<file path="config.mk">
export PLATFORM = sky130hd
export DESIGN_NAME = scanline_irq_gen
export DESIGN_NICKNAME = d
export VERILOG_FILES = /design/src/rtl/scanirq_pkg.sv /design/src/rtl/scanirq_decode.sv /design/src/rtl/scanirq_counter.sv /design/src/rtl/scanirq_flag.sv /design/src/rtl/scanline_irq_gen.sv
export SDC_FILE = /design/constraint.sdc
export NUM_CORES = 1
export LEC_CHECK = 0
export BUFFER_PORTS_ARGS = -buffer_cell sky130_fd_sc_hd__buf_2
export CAP_MARGIN = 20
export CORE_MARGIN = 2
export CORE_UTILIZATION = 29
export CTS_CLUSTER_DIAMETER = 100
export DETAILED_ROUTE_END_ITERATION = 12
export GPL_ROUTABILITY_DRIVEN = 0
export PLACE_DENSITY = 0.59
export SYNTH_ARGS = -nofsm -noshare
export SYNTH_HDL_FRONTEND = slang
export SYNTH_SLANG_ARGS = --single-unit
</file>
<file path="constraint.sdc">
create_clock -name clk -period 2.3 [get_ports clk]
set_clock_uncertainty 0.15 [all_clocks]
set_input_delay 0.345 -clock clk [delete_from_list [all_inputs] [get_ports clk]]
set_output_delay 0.345 -clock clk [all_outputs]
set_load 0.01 [all_outputs]
</file>
<file path="src/rtl/scanirq_pkg.sv">
// Package: shared register-select type for the scanline interrupt generator.
// Assumes exactly four CPU-visible registers; SEL_NONE marks no access.
package scanirq_pkg;
    typedef enum logic [2:0] {
        SEL_NONE,
        SEL_LATCH,
        SEL_RELOAD,
        SEL_OFF,
        SEL_ON
    } reg_sel_e;
endpackage

</file>
<file path="src/rtl/scanirq_decode.sv">
// Module: decodes a CPU write into one of four register selects and qualifies
// the scanline strobe. Assumes the select lives in the top three address bits
// and bit 0; every other address bit is masked out. A strobe arriving while a
// write is in progress is dropped.
module scanirq_decode
    import scanirq_pkg::*;
#(
    parameter int ADDR_W = 16
) (
    input  logic              wr_en,
    input  logic [ADDR_W-1:0] wr_addr,
    input  logic              line_strobe,
    output reg_sel_e          sel,
    output logic              strobe_ok
);
    localparam logic [ADDR_W-1:0] DEC_MASK = {3'b111, {(ADDR_W-4){1'b0}}, 1'b1};
    localparam logic [ADDR_W-1:0] K_LATCH  = {3'b110, {(ADDR_W-4){1'b0}}, 1'b0};
    localparam logic [ADDR_W-1:0] K_RELOAD = {3'b110, {(ADDR_W-4){1'b0}}, 1'b1};
    localparam logic [ADDR_W-1:0] K_OFF    = {3'b111, {(ADDR_W-4){1'b0}}, 1'b0};
    localparam logic [ADDR_W-1:0] K_ON     = {3'b111, {(ADDR_W-4){1'b0}}, 1'b1};

    logic [ADDR_W-1:0] key;

    // Purpose: reduce the address to its decoded bits and pick a register.
    always_comb begin
        key = wr_addr & DEC_MASK;
        sel = SEL_NONE;
        if (wr_en) begin
            unique case (key)
                K_LATCH:  sel = SEL_LATCH;
                K_RELOAD: sel = SEL_RELOAD;
                K_OFF:    sel = SEL_OFF;
                K_ON:     sel = SEL_ON;
                default:  sel = SEL_NONE;
            endcase
        end
    end

    // Purpose: a strobe counts only in a cycle free of CPU writes.
    assign strobe_ok = line_strobe && !wr_en;
endmodule

</file>
<file path="src/rtl/scanirq_counter.sv">
// Module: the reload latch, pending flag, reset-mode flag and the signed down
// counter. Assumes sel and strobe_ok are never both active (the decoder
// guarantees this). Emits a one-cycle fire pulse when the counter leaves zero.
module scanirq_counter
    import scanirq_pkg::*;
#(
    parameter int DATA_W = 8
) (
    input  logic                     clk,
    input  logic                     rst_n,
    input  reg_sel_e                 sel,
    input  logic [DATA_W-1:0]        wr_data,
    input  logic                     strobe_ok,
    output logic signed [DATA_W:0]   cnt,
    output logic                     rmode,
    output logic                     pending,
    output logic                     fire
);
    localparam int CNT_W = DATA_W + 1;

    logic [DATA_W-1:0]        latch_q;
    logic signed [CNT_W-1:0]  cnt_q;
    logic                     rmode_q;
    logic                     pend_q;

    // Purpose: a strobe that moves a zero counter to minus one fires.
    assign fire = strobe_ok && (cnt_q == '0);

    // Purpose: apply register commands and scanline decrements.
    always_ff @(posedge clk) begin
        if (!rst_n) begin
            latch_q <= '0;
            cnt_q   <= '0;
            rmode_q <= 1'b0;
            pend_q  <= 1'b0;
        end else begin
            case (sel)
                SEL_LATCH: begin
                    latch_q <= wr_data;
                    if (rmode_q) begin
                        cnt_q  <= signed'({1'b0, wr_data});
                        pend_q <= 1'b0;
                    end else begin
                        pend_q <= 1'b1;
                    end
                end
                SEL_RELOAD: cnt_q <= signed'({1'b0, latch_q});
                SEL_OFF:    rmode_q <= 1'b1;
                SEL_ON: begin
                    if (pend_q) cnt_q <= signed'({1'b0, latch_q});
                end
                default: begin
                    if (strobe_ok) begin
                        rmode_q <= 1'b0;
                        if (!cnt_q[CNT_W-1]) cnt_q <= cnt_q - 1'b1;
                    end
                end
            endcase
        end
    end

    assign cnt     = cnt_q;
    assign rmode   = rmode_q;
    assign pending = pend_q;
endmodule

</file>
<file path="src/rtl/scanirq_flag.sv">
// Module: interrupt enable and the sticky interrupt request. Assumes fire is a
// single-cycle pulse. The request is cleared only by the disable command.
module scanirq_flag
    import scanirq_pkg::*;
(
    input  logic     clk,
    input  logic     rst_n,
    input  reg_sel_e sel,
    input  logic     fire,
    output logic     en,
    output logic     irq
);
    // Purpose: track the enable and hold the request until acknowledged.
    always_ff @(posedge clk) begin
        if (!rst_n) begin
            en  <= 1'b0;
            irq <= 1'b0;
        end else begin
            if (sel == SEL_OFF) begin
                en  <= 1'b0;
                irq <= 1'b0;
            end else if (sel == SEL_ON) begin
                en <= 1'b1;
            end
            if (fire && en) irq <= 1'b1;
        end
    end
endmodule

</file>
<file path="src/rtl/scanline_irq_gen.sv">
// Module: top of the scanline-counting interrupt generator. Wires the decoder,
// the counter and the interrupt flag. Assumes one-cycle CPU writes and a
// one-cycle scanline strobe, both synchronous to clk.
module scanline_irq_gen
    import scanirq_pkg::*;
#(
    parameter int ADDR_W = 16,
    parameter int DATA_W = 8
) (
    input  logic              clk,
    input  logic              rst_n,
    input  logic              wr_en,
    input  logic [ADDR_W-1:0] wr_addr,
    input  logic [DATA_W-1:0] wr_data,
    input  logic              line_strobe,
    output logic              irq
);
    reg_sel_e                sel;
    logic                    strobe_ok;
    logic signed [DATA_W:0]  cnt_q;
    logic                    rmode_q;
    logic                    pend_q;
    logic                    fire;
    logic                    en_q;

    scanirq_decode #(.ADDR_W(ADDR_W)) u_dec (
        .wr_en       (wr_en),
        .wr_addr     (wr_addr),
        .line_strobe (line_strobe),
        .sel         (sel),
        .strobe_ok   (strobe_ok)
    );

    scanirq_counter #(.DATA_W(DATA_W)) u_cnt (
        .clk       (clk),
        .rst_n     (rst_n),
        .sel       (sel),
        .wr_data   (wr_data),
        .strobe_ok (strobe_ok),
        .cnt       (cnt_q),
        .rmode     (rmode_q),
        .pending   (pend_q),
        .fire      (fire)
    );

    scanirq_flag u_flag (
        .clk   (clk),
        .rst_n (rst_n),
        .sel   (sel),
        .fire  (fire),
        .en    (en_q),
        .irq   (irq)
    );
endmodule

</file>
==> impl_metrics.env <==
export IMPL_syn_to_final_growth_pct=12.8
export IMPL_place_inst=213
export IMPL_slew_headroom=0.649
export IMPL_ys_seq_elements=21
export IMPL_synth_compound_gate_area_share=0.304
export IMPL_power_density_nw_per_um2=601
export IMPL_final_util=0.333
export IMPL_yosys_warnings=0
export IMPL_fin_crit_ns=1.78
export IMPL_ys_async_sr_fraction=0
export IMPL_vdd_ir_drop_max_mv=0.236
export IMPL_chipWidth_um=70.1
export IMPL_grt_pass1_vias=1113
export IMPL_status="finished, final reports clean"
export IMPL_synth_mux_area_fraction=0
export IMPL_fillers=452
export IMPL_grt_max_degree=17
export IMPL_whs_ns=0.172
export IMPL_grt_use_total=0.138
export IMPL_worst_setup_path_start_kind="register"
export IMPL_cts_tree="done"
export IMPL_final_area_um2=1430
export IMPL_insertion_delay_ns=0.26
export IMPL_io_pins=29
export IMPL_max_freq_mhz=563
export IMPL_grt_pass1_wl_mm=5.47
export IMPL_clkTransAtPathRegs_ns=0.08
export IMPL_finalMaxSlewViolations=0
export IMPL_synth_top_family_by_area="compound AO/OA/AOI/OAI gates"
export IMPL_postSynth_topFlopCell="dfxtp_1"
export IMPL_cts_buffers=3
export IMPL_yosysUniqueCellTypes=49
export IMPL_maxCapViolations=0
export IMPL_p_total_mw=0.860
export IMPL_crit_fanout=7
export IMPL_hold_viol=0
export IMPL_rsz0062_at_grt="false"
export IMPL_final_setup_tns_ns=0
export IMPL_ctsLongestPathBuffers=2
export IMPL_required_ns=2.36
export IMPL_antenna_found_initial=0
export IMPL_route_vias_total=1176
export IMPL_start_util=0.295
export IMPL_dr_pass1_iters=4
export IMPL_ctsHtreeMaxLevel=1
export IMPL_endpoint_kind="register"
export IMPL_drt_wl_total_mm=3.10
export IMPL_crit_type="reg2reg"
export IMPL_synthCells=149
export IMPL_place_port_buffers=16
export IMPL_dp_slack_ns=0.329
export IMPL_post_drt_wl_per_cell_um=14.3
export IMPL_cts_sinks=21
export IMPL_synth_nets=178
export IMPL_worst_slack_ns=0.524
export IMPL_fp_coreArea_um2=4290
export IMPL_root_buffer="clkbuf_8"
export IMPL_ctsHoldBuffers=0
export IMPL_drive_gt1_frac=0.188
export IMPL_worst_pin_slew_ns=0.525
export IMPL_postCtsSetupRepairBufs=0
export IMPL_setup_viol=0
export IMPL_synth_fa_ha_area_frac=0.00986
export IMPL_chipHeight_um=70.1
export IMPL_n_antenna_cell=0
export IMPL_ys_seq_area_frac=0.331
export IMPL_leakagePower_nw=0.501
export IMPL_grt_overflow=0
export IMPL_dpl_cell_area_um2=1390
export IMPL_synth_area_um2=1270
export IMPL_synth_xor_area_share=0.00690
export IMPL_route_detailed_drc=0
export IMPL_synth_edf_count=0
export IMPL_final_period_utilization=0.772
export IMPL_synth_simple_area_share=0.293
export IMPL_drtIter0Drc=55
export IMPL_dieArea_um2=4920
export IMPL_nNetsFinal=195
export IMPL_syn_mean_instance_area_um2=8.51
export IMPL_hold_path_class="in2reg"
export IMPL_place_hpwl_mm=2.30
export IMPL_detail_route_antenna_nets=0
export IMPL_ctsResizeCount=0
export IMPL_instances_no_fill=217
export IMPL_rows=24
export IMPL_viasPerCell=5.42
export IMPL_arrival_ns=1.83
[Yosys cell counts (all sizes together), types with 3 or more instances]
library cell	count	area [um^2]
a211oi	4	30.0
a21oi	16	80.1
a31oi	4	25.0
a32oi	4	35.0
buf	6	47.5
dfxtp	21	420
inv	5	18.8
nand2	27	101
nand2b	4	25.0
nor2	7	26.3
nor3	3	31.3
nor3b	3	27.5
o21ai	5	25.0
o221a	3	33.8
[sequential cells by signal (all words and copies together) (netlist names)]
name / cells
u_cnt.pending: 1
u_cnt.rmode: 1
u_flag.irq: 1
u_cnt.latch_q: 8
u_cnt.cnt: 9
u_flag.en: 1
[cells by family after synthesis]
family	after synthesis
adder cells (fa/ha/maj)	1
AO/OA/AOI/OAI	52
buffers and inverters	12
XOR/XNOR	1
flip-flops	21
AND/OR/NAND/NOR	62
[layout make-up]
type,count,area [um^2],area share
clock buffers,3,41.3,0.0288
repair buffers,19,103,0.0717
clock inverters,1,5.00,0.00350
flip-flops and latches,21,420,0.294
inverters,5,18.8,0.0131
multi-input cells,116,778,0.544
well taps,52,65.1,0.0455
[critical path: stages (launching register included)]
cell and delay, ns:
dfxtp_1 0.39, nor3b_2 0.47, a21oi_1 0.20, nor3_4 0.29, o221a_1 0.23
[layer usage]
metal | vias to the layer above | wire length (um) | share of wire | track usage
met5 | - | 0 | 0 | 0
met4 | 0 | 34 | 0.011 | 0.0449
met3 | 4 | 106 | 0.034 | 0.0130
met2 | 29 | 1370 | 0.44 | 0.208
met1 | 537 | 1590 | 0.51 | 0.205
li1 | 606 | - | - | -
[cell usage in the layout (no fill, tap or decap), types with 3 or more instances in the layout]
cell	n
clkbuf_8	3
a31oi_1	4
nor2_1	7
buf_2	16
dfxtp_1	21
a32oi_1	4
buf_4	3
a211oi_1	4
inv_1	5
o221a_1	3
o21ai_0	4
nand2_1	27
a21oi_1	16
nand2b_1	4
[final timing paths]
check	start	endpoint	slack (ns)	cells past startpoint
min reg2reg	u_cnt.latch_q[5]$_SDFFE_PN0N_	u_cnt.latch_q[5]$_SDFFE_PN0N_	0.31	2
max	u_cnt.cnt[8]$_SDFFE_PN0P_	u_cnt.cnt[5]$_SDFFE_PN0P_	0.52	4
max reg2reg	u_cnt.cnt[8]$_SDFFE_PN0P_	u_cnt.cnt[5]$_SDFFE_PN0P_	0.52	4
min	wr_data[4]	u_cnt.latch_q[4]$_SDFFE_PN0N_	0.17	3
[where the power goes]
part           internal, mW  leakage [nW]  switching [mW]
Sequential            0.384         0.171          0.0269
Combinational        0.0937         0.305           0.110
Clock                 0.121        0.0255           0.126
No activity file was read; power rests on OpenSTA's default activity.
